`config.mk`:
```
export PLATFORM = sky130hd
export DESIGN_NAME = pwmda_top
export DESIGN_NICKNAME = d
export VERILOG_FILES = /design/src/rtl/pwmda_pkg.sv /design/src/rtl/pwmda_regs.sv /design/src/rtl/pwmda_timebase.sv /design/src/rtl/pwmda_slice.sv /design/src/rtl/pwmda_chan.sv /design/src/rtl/pwmda_top.sv
export SDC_FILE = /design/constraint.sdc
export NUM_CORES = 1
export LEC_CHECK = 0
export ABC_AREA = 1
export BUFFER_PORTS_ARGS = -buffer_cell sky130_fd_sc_hd__clkbuf_2
export CORE_MARGIN = 2
export CORE_UTILIZATION = 48
export CTS_CLUSTER_SIZE = 30
export DETAILED_ROUTE_END_ITERATION = 12
export GPL_TIMING_DRIVEN = 0
export PLACE_DENSITY = 0.67
export SLEW_MARGIN = 15
export SYNTH_ARGS = -nofsm -noshare
export SYNTH_HDL_FRONTEND = slang
export SYNTH_SLANG_ARGS = --single-unit
```
`constraint.sdc`:
```
create_clock -name clk -period 3.2 [get_ports clk]
set_clock_uncertainty 0.05 [all_clocks]
set_input_delay 0.48 -clock clk [delete_from_list [all_inputs] [get_ports clk]]
set_output_delay 0.48 -clock clk [all_outputs]
set_load 0.02 [all_outputs]
```
`src/rtl/pwmda_pkg.sv`:
```
// Shared constants and types for the fine-adjust PWM D/A generator.
// Assumes the register window is two words wide and 16-bit words hold a 14-bit code.
package pwmda_pkg;
    localparam int unsigned PWM_CODE_W       = 14;
    localparam int unsigned PWM_WIDE_BASE_W  = 8;
    localparam int unsigned PWM_NARROW_BASE_W = 6;
    localparam int unsigned PWM_CHANNELS     = 2;

    // Writable control bits that drive logic (the test bit is kept apart).
    typedef struct packed {
        logic pwm_en;
        logic oe_b;
        logic oe_a;
        logic pol;
        logic clk_sel;
    } pwm_ctrl_t;
endpackage

```
`src/rtl/pwmda_regs.sv`:
```
// Register window: two data words, control byte and counter view behind a
// bank-select bit. Assumes single-cycle word writes; reads are combinational.
module pwmda_regs
    import pwmda_pkg::*;
#(
    parameter int unsigned CODE_W = PWM_CODE_W,
    parameter int unsigned NCH    = PWM_CHANNELS,
    localparam int unsigned REG_W = CODE_W + 2
) (
    input  logic                       clk,
    input  logic                       rst_n,
    input  logic                       wr_en,
    input  logic                       addr,
    input  logic [REG_W-1:0]           wdata,
    input  logic [CODE_W-1:0]          cnt,
    output logic [REG_W-1:0]           rdata,
    output logic [NCH-1:0][CODE_W-1:0] code_o,
    output logic [NCH-1:0]             wide_o,
    output pwm_ctrl_t                  ctrl_o
);
    localparam int unsigned HI_W = REG_W - 8;

    logic [NCH-1:0][REG_W-1:1] data_q;
    logic                      regsel_q;
    logic                      test_q;
    pwm_ctrl_t                 ctrl_q;
    logic [7:0]                ctrl_byte;

    // Register writes, steered by the bank select.
    always_ff @(posedge clk) begin
        if (!rst_n) begin
            data_q   <= '1;
            regsel_q <= 1'b1;
            test_q   <= 1'b0;
            ctrl_q   <= '0;
        end else if (wr_en) begin
            if (!addr) begin
                if (regsel_q) begin
                    test_q <= wdata[7];
                    ctrl_q <= '{pwm_en: wdata[6], oe_b: wdata[3], oe_a: wdata[2],
                                pol: wdata[1], clk_sel: wdata[0]};
                end else begin
                    data_q[0] <= wdata[REG_W-1:1];
                end
            end else begin
                regsel_q <= wdata[0];
                if (!regsel_q) begin
                    data_q[1] <= wdata[REG_W-1:1];
                end
            end
        end
    end

    // Read multiplexer for the addressed word.
    always_comb begin
        ctrl_byte = {test_q, ctrl_q.pwm_en, 2'b11, ctrl_q.oe_b, ctrl_q.oe_a,
                     ctrl_q.pol, ctrl_q.clk_sel};
        if (!addr) begin
            rdata = regsel_q ? {{HI_W{1'b1}}, ctrl_byte} : {data_q[0], 1'b1};
        end else begin
            rdata = regsel_q ? {cnt, 1'b1, 1'b1} : {data_q[1], 1'b0};
        end
    end

    // Per-channel code and carrier fields out to the channels.
    for (genvar g = 0; g < NCH; g++) begin : g_fields
        assign code_o[g] = data_q[g][REG_W-1:2];
        assign wide_o[g] = data_q[g][1];
    end

    assign ctrl_o = ctrl_q;
endmodule

```
`src/rtl/pwmda_timebase.sv`:
```
// Shared free-running resolution counter with an optional divide-by-two.
// Assumes run/slow come from registered control bits.
module pwmda_timebase #(
    parameter int unsigned CODE_W = pwmda_pkg::PWM_CODE_W
) (
    input  logic              clk,
    input  logic              rst_n,
    input  logic              run,
    input  logic              slow,
    output logic [CODE_W-1:0] cnt
);
    logic pre_q;

    // Counter advance: every clock, or every second clock when slow.
    always_ff @(posedge clk) begin
        if (!rst_n || !run) begin
            cnt   <= '0;
            pre_q <= 1'b0;
        end else if (!slow) begin
            cnt   <= cnt + 1'b1;
            pre_q <= 1'b0;
        end else begin
            pre_q <= ~pre_q;
            if (pre_q) begin
                cnt <= cnt + 1'b1;
            end
        end
    end
endmodule

```
`src/rtl/pwmda_slice.sv`:
```
// Compare logic for one carrier variant: duty compare plus fine-step placement.
// Assumes BASE_W < CODE_W; purely combinational.
module pwmda_slice #(
    parameter int unsigned CODE_W = pwmda_pkg::PWM_CODE_W,
    parameter int unsigned BASE_W = pwmda_pkg::PWM_WIDE_BASE_W
) (
    input  logic [CODE_W-1:0] cnt,
    input  logic [CODE_W-1:0] code,
    output logic              hit,
    output logic              in_range
);
    localparam int unsigned FINE_W = CODE_W - BASE_W;

    logic [BASE_W-1:0] base_pos;
    logic [BASE_W-1:0] duty;
    logic [FINE_W-1:0] cyc_idx;
    logic [FINE_W-1:0] cyc_rev;
    logic [FINE_W-1:0] fine;
    logic              extra;

    assign base_pos = cnt[BASE_W-1:0];
    assign cyc_idx  = cnt[CODE_W-1:BASE_W];
    assign duty     = code[CODE_W-1:FINE_W];
    assign fine     = code[FINE_W-1:0];

    // Reverse the base-cycle index so extra steps spread evenly.
    for (genvar i = 0; i < FINE_W; i++) begin : g_rev
        assign cyc_rev[i] = cyc_idx[FINE_W-1-i];
    end

    assign extra    = (cyc_rev < fine);
    assign in_range = |duty;
    assign hit      = ({1'b0, base_pos} < ({1'b0, duty} + {{BASE_W{1'b0}}, extra}));
endmodule

```
`src/rtl/pwmda_chan.sv`:
```
// One PWM channel: both carrier variants, carrier mux, range gate and pin register.
// Assumes the code and carrier bit are stable register outputs.
module pwmda_chan #(
    parameter int unsigned CODE_W        = pwmda_pkg::PWM_CODE_W,
    parameter int unsigned WIDE_BASE_W   = pwmda_pkg::PWM_WIDE_BASE_W,
    parameter int unsigned NARROW_BASE_W = pwmda_pkg::PWM_NARROW_BASE_W
) (
    input  logic              clk,
    input  logic              rst_n,
    input  logic [CODE_W-1:0] cnt,
    input  logic [CODE_W-1:0] code,
    input  logic              wide,
    input  logic              run,
    input  logic              oe,
    input  logic              pol,
    output logic              pin,
    output logic              in_range
);
    logic [1:0] hit_m;
    logic [1:0] rng_m;
    logic       active;

    // Variant 0 is the short base cycle, variant 1 the long one.
    for (genvar m = 0; m < 2; m++) begin : g_mode
        localparam int unsigned BW = (m == 1) ? WIDE_BASE_W : NARROW_BASE_W;
        pwmda_slice #(.CODE_W(CODE_W), .BASE_W(BW)) u_slice (
            .cnt      (cnt),
            .code     (code),
            .hit      (hit_m[m]),
            .in_range (rng_m[m])
        );
    end

    assign in_range = rng_m[wide];
    assign active   = run & rng_m[wide] & hit_m[wide];

    // Pin register: enabled activity with polarity, else the idle level.
    always_ff @(posedge clk) begin
        if (!rst_n) begin
            pin <= 1'b0;
        end else begin
            pin <= oe ? (active ^ pol) : pol;
        end
    end
endmodule

```
`src/rtl/pwmda_top.sv`:
```
// Top of the dual-channel fine-adjust PWM D/A generator: register window,
// shared counter and two channels. Assumes one clock domain.
module pwmda_top
    import pwmda_pkg::*;
#(
    parameter int unsigned CODE_W        = PWM_CODE_W,
    parameter int unsigned WIDE_BASE_W   = PWM_WIDE_BASE_W,
    parameter int unsigned NARROW_BASE_W = PWM_NARROW_BASE_W
) (
    input  logic                clk,
    input  logic                rst_n,
    input  logic                bus_wr,
    input  logic                bus_addr,
    input  logic [CODE_W+1:0]   bus_wdata,
    output logic [CODE_W+1:0]   bus_rdata,
    output logic                pwm_a,
    output logic                pwm_b
);
    localparam int unsigned NCH = PWM_CHANNELS;

    logic [CODE_W-1:0]          cnt;
    logic [NCH-1:0][CODE_W-1:0] ch_code;
    logic [NCH-1:0]             ch_wide;
    logic [NCH-1:0]             ch_oe;
    logic [NCH-1:0]             ch_pin;
    logic [NCH-1:0]             ch_in_range;
    pwm_ctrl_t                  ctrl;

    pwmda_regs #(.CODE_W(CODE_W), .NCH(NCH)) u_regs (
        .clk    (clk),
        .rst_n  (rst_n),
        .wr_en  (bus_wr),
        .addr   (bus_addr),
        .wdata  (bus_wdata),
        .cnt    (cnt),
        .rdata  (bus_rdata),
        .code_o (ch_code),
        .wide_o (ch_wide),
        .ctrl_o (ctrl)
    );

    pwmda_timebase #(.CODE_W(CODE_W)) u_tb (
        .clk   (clk),
        .rst_n (rst_n),
        .run   (ctrl.pwm_en),
        .slow  (ctrl.clk_sel),
        .cnt   (cnt)
    );

    assign ch_oe = {ctrl.oe_b, ctrl.oe_a};

    for (genvar g = 0; g < NCH; g++) begin : g_ch
        pwmda_chan #(
            .CODE_W        (CODE_W),
            .WIDE_BASE_W   (WIDE_BASE_W),
            .NARROW_BASE_W (NARROW_BASE_W)
        ) u_chan (
            .clk      (clk),
            .rst_n    (rst_n),
            .cnt      (cnt),
            .code     (ch_code[g]),
            .wide     (ch_wide[g]),
            .run      (ctrl.pwm_en),
            .oe       (ch_oe[g]),
            .pol      (ctrl.pol),
            .pin      (ch_pin[g]),
            .in_range (ch_in_range[g])
        );
    end

    assign pwm_a = ch_pin[0];
    assign pwm_b = ch_pin[1];
endmodule


```
# Word level (Yosys, flattened, before mapping)
# Cells that the tools add are included.
[word_totals] regBits=54 input_bits=20 out_inout_bits=18 wordCells=66
[op_classes] addsub=5 order_cmp=10 n_eq_ne=1 n_mux=15 bitwise_logic=10 reduce_logical=12
[ops] operator="$mux 16" count=3
[ops] operator="$mux 14" count=2
[ops] operator="$add 8x1->9" count=2
[ops] operator="$lt 8x9->1" count=2
[ops] operator="$lt 8x8->1" count=2
[ops] operator="$reduce_or 8->1" count=2
[ops] operator="$add 14x1->14 const B" count=1
[ops] operator="$add 6x1->7" count=2
[ops] operator="$lt 6x7->1" count=2
[ops] operator="$lt 6x6->1" count=2
[ops] operator="$reduce_or 6->1" count=2
[ops] operator="$mux 1" count=10
[ops] operator="$reduce_and 3->1" count=3
[ops] operator="$and 1x1->1" count=4
[ops] operator="$lt 1x2->1 const B" count=2
[ops] operator="$not 1->1" count=4
[ops] operator="$logic_not 1->1" count=2
[ops] operator="$ne 2x1->1 const B" count=1
[ops] operator="$reduce_and 2->1" count=1
[ops] operator="$reduce_or 2->1" count=1
[ops] operator="$xor 1x1->1" count=2
[ops] operator="$logic_or 1x1->1" count=1

# Longest topological paths before layout
# Gate-level depths: netlist of run 1.
[depth] depth_word=8 ltp_mapped=25 ltp_nobuf=25

# Modules after synthesis
# A second synthesis of run 1 with hierarchy kept.
[unflattened] hier_cells=682 area_unflattened_um2=4618.2
[by_module_without_submodules] mod="pwmda_regs" instances=1 cells_per_inst=263 area_per_inst_um2=1845.5 seq_area_each_um2=740.7
[by_module_without_submodules] mod="pwmda_slice (g_ch[0].u_chan.g_mode[1].u_slice ...)" instances=2 cells_per_inst=78 area_per_inst_um2=490.5 seq_area_each_um2=0.0
[by_module_without_submodules] mod="pwmda_slice (g_ch[0].u_chan.g_mode[0].u_slice ...)" instances=2 cells_per_inst=61 area_per_inst_um2=410.4 seq_area_each_um2=0.0
[by_module_without_submodules] mod="pwmda_timebase" instances=1 cells_per_inst=107 area_per_inst_um2=788.3 seq_area_each_um2=300.3
[by_module_without_submodules] mod="pwmda_chan" instances=2 cells_per_inst=17 area_per_inst_um2=91.3 seq_area_each_um2=20.0

# Least setup slack after synthesis of run 1
# Ideal clock, no wire load.
[synth_timing] kind="reg-to-reg" start="register u_tb.cnt[12]" end="register g_ch[1].u_chan.pin" arrival_ps=2731 required_time_ps=3035 setup_slack_ps=304 stages_incl_launch_ff=22 path_buffers=0 period_less_slack_ps=2896 cell_sequence="dfxtp_1 ha_1 nand2_1 nand2_1 nand3_1 nand3b_1 a21o_1 a21oi_1 ha_1 ha_1 nand2_1 nor2_2 nand3_1 xor2_1 ha_1 a21o_1 a21oi_1 nand2_1 nand2_1 nand3_1 nand2_1 nor2_1"
[synth_via] elab_chain_len=8 word_cells_on_any_way=11 cone_classes="2 x add/sub; 4 x order compare; 3 x mux; 2 x bitwise"
[synth_rtl] item="start: declaration" line="pwmda_timebase.sv:10" rtl="output logic [CODE_W-1:0] cnt"
[synth_rtl] item="start signal: assignment" line="pwmda_timebase.sv:20" rtl="cnt <= cnt + 1'b1;"
[synth_rtl] item="start signal: assignment" line="pwmda_timebase.sv:25" rtl="cnt <= cnt + 1'b1;"
[synth_rtl] item="$lt 6x6->1 / $lt 8x8->1 (equally long branches)" line="pwmda_slice.sv:31" rtl="assign extra = (cyc_rev < fine);"
[synth_rtl] item="$add 8x1->9 / $add 6x1->7 (equally long branches)" line="pwmda_slice.sv:33" rtl="assign hit = ({1'b0, base_pos} < ({1'b0, duty} + {{BASE_W{1'b0}}, extra}));"
[synth_rtl] item="$lt 8x9->1 / $lt 6x7->1 (equally long branches)" line="pwmda_slice.sv:33"
[synth_rtl] item="$mux 1 (implied by the code) * (2 in series)" line="pwmda_chan.sv:35" rtl="assign active = run & rng_m[wide] & hit_m[wide];"
[synth_rtl] item="$and 1x1->1 *" line="pwmda_chan.sv:35"
[synth_rtl] item="$xor 1x1->1 *" line="pwmda_chan.sv:42" rtl="pin <= oe ? (active ^ pol) : pol;"
[synth_rtl] item="$mux 1 *" line="pwmda_chan.sv:42"
[synth_rtl] item="end signal: assignment" line="pwmda_chan.sv:42"
[synth_rtl] item="end: declaration" line="pwmda_chan.sv:16" rtl="output logic pin,"
# Every way passes the cells marked *; elsewhere a longest branch is shown, timed or not. The select of a mux whose other input is x is not followed.
# A chain may end at the register's enable or synchronous reset.

# Final worst setup path of run 1
[layout_timing] start="register u_tb.cnt[12]" end="register g_ch[0].u_chan.pin"
[layout_via] elab_chain_len=8 word_cells_on_any_way=11 cone_classes="2 x add/sub; 4 x order compare; 3 x mux; 2 x bitwise"
[layout_rtl] item="$lt 6x6->1 / $lt 8x8->1 (equally long branches)" line="pwmda_slice.sv:31"
[layout_rtl] item="$add 8x1->9 / $add 6x1->7 (equally long branches)" line="pwmda_slice.sv:33"
[layout_rtl] item="$lt 8x9->1 / $lt 6x7->1 (equally long branches)" line="pwmda_slice.sv:33"
[layout_rtl] item="$mux 1 (implied by the code) * (2 in series)" line="pwmda_chan.sv:35"
[layout_rtl] item="$and 1x1->1 *" line="pwmda_chan.sv:35"
[layout_rtl] item="$xor 1x1->1 *" line="pwmda_chan.sv:42"
[layout_rtl] item="$mux 1 *" line="pwmda_chan.sv:42"
[layout_rtl] item="end signal: assignment" line="pwmda_chan.sv:42"
[layout_rtl] item="end: declaration" line="pwmda_chan.sv:16"
# Marked as above.

==> summary.md, run 1 <==
| Metric | Value |
|---|---|
| Run status | finished, violations left |
| Violated checks | negative setup slack |
| Max frequency | just over 300 MHz |
| CP Class | flop to flop |
| Max rail drop VDD | ~0.00022 V |
| Crit. End Element | flop |
| YS warnings | 0 |
| Wire length on met2 | about 5.6 mm |
| DRT iter0 DRCs | 200 |
| Power Internal | ~1000 uW |
| Layout Nets | just under 700 |
| Hpwl dp | between 8 and 9 mm |
| Die footprint | roughly 9000 um2 |
| TritonCTS clock tree | yes |
| Vias in the first global route | 3656 |
| Most common cell after layout, fill and taps aside | nand2_1 |
| Distinct cells, synth | 30 |
| Clock Pin Slew Worst Setup and Hold Paths | 0.10 ns |
| Uppermost layer routed | met4 |
| Launch point of the worst path | u_tb.cnt[12] |
| Final Hold Fails | 0 |
| CTS H-Tree Depth | 2 |
| Post-DRT Antenna Nets | 0 |
| DR WL/cell | 16.3 um |
| Hold Crit Depth | 3 |
| Met3 routed WL | around 550 um |
| Initial Util | 49.7% |
| Largest delay share family, worst path | simple AND/OR/NAND/NOR gates |
| Pwr/cell area | about 330 nW/um2 |
| Largest net degree at the start of global routing | 17 |
| Fin Hold WS | ~0.33 ns |
| Die Span Y | roughly 94 um |
| WP data arrival | around 3.4 ns |
| Final wirelength | approximately 12 mm |
| Total power | around 1500 uW |
| Number of remaining DRC errors | 0 |
| Hold Path Class | input port to flop |
| FF-to-FF End | g_ch[0].u_chan.pin |
| CTS Buffer Depth | 2 |
| Placed Cells incl. Taps | about 690 |
| Vias | 3894 |
| Clock sinks | 54 |
| Worst-path maximum fanout | 4 |
| Fin. max-slew vios | 0 |
| CP peak stage delay | 0.38 ns |
| Worst R2R Setup Slack | -0.008 ns |
| Syn_area_per_cell | 7.03 um2 |
| Net Sw Power | 490 uW |
| Seq pwr share | roughly 48% |
| # IOs | 38 |
| Net Sw Frac | roughly a third |
| Syn-to-layout area delta | 18.4% |
| Critical path buffers and inverters | 0 |
| Max-cap violations | 0 |
| Synthesized area | about 3900 um2 |
| Die X | between 90 and 100 um |
| Seq/Total Area, Yosys | between 20% and 30% |
| Crit path cell chain | ha_4 -> o21ai_2 -> nand2_1 -> nand3_1 -> nand3b_1 -> nand2_1 -> nand2_1 -> a21oi_2 -> ha_2 -> ha_4 -> nand2_1 -> nor2_2 -> nand2_2 -> xor2_2 -> ha_1 -> a21o_1 -> a21oi_2 -> nand2_1 -> nand2_2 -> nand3_1 -> nand2_1 -> nor2_1 |
| Crit path top cell by count | nand2_1 |
| Relative max-transition margin | 60.1% |
| GPL Wtd Cong | between 0.9 and 1 |
| Tcrit/Tclk final | 100% |
| Finish-stage setup viols | 1 |
| Gate power share | a little over a quarter |
| Met1 WL | 5.23 mm |
| Worst Hold End | u_regs.code_o[10] |
| First-pass GRT wire length | ~18 mm |
| Initial antenna violation count | 0 |
| Core area | 7770 um2 |
| CTS Buf Count | 5 |
| Post-Syn Nets | ~620 |
| # diodes | 0 |
| RSZ-0062 raised after global routing | true |
| DP Worst Slack | -0.227 ns |
| Share of layout cells above drive strength 1 | 21.3% |
| Synth Register Bits | 54 |
| CP startpoint kind | flop |
| Synth Instances | about 550 |
| Leakage power | about 0.0023 uW |
| Worst slew pin tran | 0.599 ns |
| Fin cells | a little over 700 |
| R2R Path Start | u_tb.cnt[12] |
| Cell row count | 32 |
| CP required | 3.37 ns |
| GRT Overall Usage | 26.5% |
| Via density | 5.46 |
| R2R depth | 22 |
| Clock power frac | between 20 and 30% |
| DRT Pass-1 Iters | 5 |
| Most frequent cells in the layout | 120 x nand2_1, 66 x inv_1, 48 x a21oi_1 |
| Clock root buffer | clkbuf_8 |
| Worst skew pair latency | about 0.31 ns |
| Global route total overflow | 0 |
| Hold path startpoint | bus_wdata[12] |
| Crit path setup slack, layout | -0.00828 ns |
| Slowest-stage cell, CP | dfxtp_4 |
| PortBufs | 37 |
| Crit path time final | roughly 3.2 ns |
| # hold bufs at CTS | 0 |
==> worst max path at each step <==
| stage | endpoint | slack, ns | cells after the start |
|---|---|---|---|
| final | g_ch[0].u_chan.pin | -0.008 | 22 |
| after global placement | g_ch[0].u_chan.pin | -0.15 | 22 |
| after CTS | g_ch[1].u_chan.pin | -0.02 | 21 |
| after floorplan | g_ch[1].u_chan.pin | 0.30 | 21 |
| after global routing | g_ch[1].u_chan.pin | -0.16 | 22 |
| after detailed placement | g_ch[0].u_chan.pin | -0.23 | 22 |
==> cells by family (layout without fill, tap and decap cells) <==
logic type | after synthesis | count (layout) | share of synthesized area, %
XOR/XNOR | 22 | 22 | 4.99
AND/OR/NAND/NOR | 213 | 213 | 23.5
AO/OA/AOI/OAI | 122 | 122 | 18.8
flip-flops | 54 | 54 | 28.0
buffers and inverters | 91 | 153 | 9.43
adder cells (fa/ha/maj) | 47 | 47 | 15.2
==> routing by layer <==
metal  vias up  track usage (%)
met5         -                0
met3        21             4.09
met2       119             46.1
met1      1798             34.3
li1       1956                -
met4         0             6.76
==> registers in the layout, indices dropped and copies added, names as in the netlist <==
register / count
u_tb.pre_q: 1
g_ch.u_chan.pin: 2
u_regs.code_o: 28
u_regs.test_q: 1
u_regs.ctrl_o: 5
u_tb.cnt: 14
u_regs.wide_o: 2
u_regs.regsel_q: 1
==> power by group through the flow <==
| stage | sequential [uW] | clock (uW) | combinational [uW] |
|---|---|---|---|
| 2_1_floorplan | 721 | 0 | 242 |
| 3_3_place_gp | 723 | 0 | 338 |
| 3_5_place_dp | 724 | 0 | 345 |
| 4_1_cts | 708 | 387 | 380 |
| 5_1_grt | 711 | 415 | 447 |
| 6_report | 710 | 380 | 405 |
==> Yosys cell counts (all sizes together) <==
cell type	instances	area share (%)
a21oi	55	7.1
nand4	2	0.32
a22oi	9	1.7
xnor2	8	1.8
xor2	14	3.2
nand3	26	3.4
o221ai	5	1.1
nand3b	4	0.78
o21ai	23	3.0
clkbuf	9	0.91
nor2	40	4.7
a21o	3	0.58
o21a	1	0.19
nand2	130	13
buf	11	1.6
and3	4	0.65
dfxtp	54	28
o211ai	24	4.7
inv	71	7.0
o21bai	2	0.39
ha	47	15
nor3	7	0.91
==> timing repair <==
item,in CTS,in global routing
resized for setup,21,29
pin swaps,21,28
endpoints found under the hold margin,0,0
endpoints found under the setup margin,2,2
buffers inserted,15,3
==> cell type report <==
| type | count | area [um2] |
|---|---|---|
| clock inverter | 2 | 13.8 |
| tap | 102 | 128 |
| buffer | 20 | 95.1 |
| sequential | 54 | 1090 |
| timing repair buffer | 55 | 320 |
| inverter | 71 | 274 |
| clock buffer | 5 | 68.8 |
| multi-input combinational | 404 | 2580 |
| fill | 763 | 3200 |
==> tightest hold or removal path: stages <==
cell      delay [ns]
clkbuf_2        0.09
nand2_1         0.05
nand3_1         0.05
==> stage by stage <==
stage	area [um2]	TNS [ns]	utilization (%)
finish	4570	-0.00828	58.9
global route	4570	-0.303	58.9
CTS	4440	-0.0293	57.1
detailed placement	4170	-0.389	53.7
global placement	4170	-0.249	53.7
floorplan	3860	0	-
No activity file was read; power rests on OpenSTA's default activity.
==> inputs of run 2 (changes only) <==
- CORE_MARGIN: 2 -> 4
- MAX_ROUTING_LAYER: not set -> met4
==> summary.md, run 2 (synthesized netlist as in run 1, its figures left out) <==
| Metric | Value |
|---|---|
| Crit path top cell by count | nand2_1 |
| Max rail drop VDD | approximately 0.00018 V |
| Share of layout cells above drive strength 1 | a little under a quarter |
| Critical path buffers and inverters | 1 |
| Cell row count | 32 |
| Fin cells | approximately 700 |
| CP startpoint kind | flop |
| GPL Wtd Cong | around 0.91 |
| Die footprint | between 9000 and 10000 um2 |
| Most frequent cells in the layout | 117 x nand2_1, 65 x inv_1, 44 x a21oi_1 |
| WP data arrival | between 3 and 4 ns |
| Core Util, Final | 59.9% |
| Initial antenna violation count | 0 |
| First-pass GRT wire length | approximately 19 mm |
| CP required | 3.37 ns |
| Die Span Y | 97.7 um |
| Number of remaining DRC errors | 0 |
| Vias | slightly below 4000 |
| Tcrit/Tclk final | 98.4% |
| Syn-to-layout area delta | 20.5% |
| CP peak stage delay | roughly 0.33 ns |
| Hpwl dp | 8.89 mm |
| Max reg flops | 28 |
| Die X | approximately 98 um |
| Hold Crit Depth | 3 |
| Leakage power | roughly 0.0023 uW |
| Layout Nets | approximately 670 |
| Largest net degree at the start of global routing | 18 |
| Worst skew pair latency | 0.31 ns |
| TritonCTS clock tree | yes |
| Final wirelength | approximately 12 mm |
| Post-DRT Antenna Nets | 0 |
| Pwr/cell area | 344 nW/um2 |
| Slowest-stage cell, CP | dfxtp_2 |
| GRT Overall Usage | ~25% |
| Crit path cell chain | inv_2 -> ha_4 -> o21ai_2 -> nand2_1 -> nand3_1 -> nand3b_1 -> nand2_1 -> nand2_1 -> a21oi_2 -> ha_2 -> ha_4 -> nand2_4 -> nor2_4 -> nand2_2 -> xor2_1 -> ha_1 -> a21o_1 -> a21oi_2 -> nand2_2 -> nand2_2 -> nand3_2 -> nand2_1 -> nor2_1 |
| Clock sinks | between 50 and 60 |
| Vias in the first global route | 3731 |
| Placed Cells incl. Taps | 688 |
| Core area | between 7000 and 8000 um2 |
| Via density | around 5.6 |
| Clock Pin Slew Worst Setup and Hold Paths | about 0.11 ns |
| # diodes | 0 |
| CTS H-Tree Depth | 2 |
| Clock root buffer | clkbuf_8 |
| Crit. End Element | flop |
| DRT Pass-1 Iters | 5 |
| CP Class | flop to flop |
| DR WL/cell | 16.7 um |
| Initial Util | 49.7% |
| Levels on crit path | 23 |
| Max-cap violations | 0 |
| CTS Buffer Depth | 2 |
| Crit path time final | roughly 3.1 ns |
| R2R depth | 23 |
| CTS Buf Count | 5 |
| Fin. max-slew vios | 0 |
| Global route total overflow | 0 |
| Finish-stage setup viols | 0 |
| Largest delay share family, worst path | simple AND/OR/NAND/NOR gates |
| Relative max-transition margin | 60.5% |
| Max frequency | around 320 MHz |
| Final Hold Fails | 0 |
| # IOs | 38 |
| Worst-path maximum fanout | 3 |
| PortBufs | 37 |
| Hold Path Class | input port to flop |
| Run status | completed |
| DRT iter0 DRCs | about 210 |
| Most common cell after layout, fill and taps aside | nand2_1 |
| RSZ-0062 raised after global routing | true |
| Worst slew pin tran | between 0.5 and 0.6 ns |
## run 2: tightest hold or removal path, stage by stage
cell,delay [ns]
clkbuf_2,0.09
nand2_1,0.05
nand3_1,0.05
## run 2: what timing repair did
action	in CTS	in global routing
pin swaps	23	40
gates resized for setup	23	48
hold buffers	0	0
buffers inserted	8	6
endpoints found under the setup margin	2	2
## run 2: metal layers
metal  wire length (um)  up-vias  track usage, %  part of all wire [%]
li1                   -     1948               -                     -
met1               5130     1858            31.6                    43
met2               5710      118            39.6                    48
met3                730       19            3.73                   6.2
met4                296        0            10.0                   2.5
met5                  0        -               -                     0
## run 2: power breakdown
group | switching, uW | internal, uW
registers | 18.7 | 691
logic | 251 | 155
clock network | 250 | 235
## run 2: path summary, 6_finish.rpt
path                          from                 end  slack (ns)
setup / recovery  u_regs.code_o[1]  g_ch[0].u_chan.pin        0.05
hold / removal       bus_wdata[12]   u_regs.code_o[10]        0.33
setup reg to reg  u_regs.code_o[1]  g_ch[0].u_chan.pin        0.05
hold reg to reg      u_regs.test_q       u_regs.test_q        0.44
## run 2: cell type report
class / instances / area [um2]
Fill cell: 765 / 3110
Clock inverter: 3 / 43.8
Timing Repair Buffer: 51 / 294
Inverter: 71 / 272
Clock buffer: 5 / 68.8
Multi-Input combinational cell: 404 / 2650
Buffer: 20 / 95.1
Sequential cell: 54 / 1100
Tap cell: 102 / 128
## run 2: through the flow
step / TNS, ns / worst slack (ns) / total power (uW) / area, um2 / hold WS (ns)
finish: 0 / 0.0519 / 1600 / 4650 / 0.330
global route: -0.223 / -0.119 / 1680 / 4650 / 0.328
CTS: -0.0102 / -0.0102 / 1560 / 4430 / 0.328
detailed placement: -0.345 / -0.203 / 1070 / 4170 / 0.420
global placement: -0.250 / -0.165 / 1060 / 4170 / 0.399
floorplan: 0 / 0.304 / 963 / 3860 / 0.380
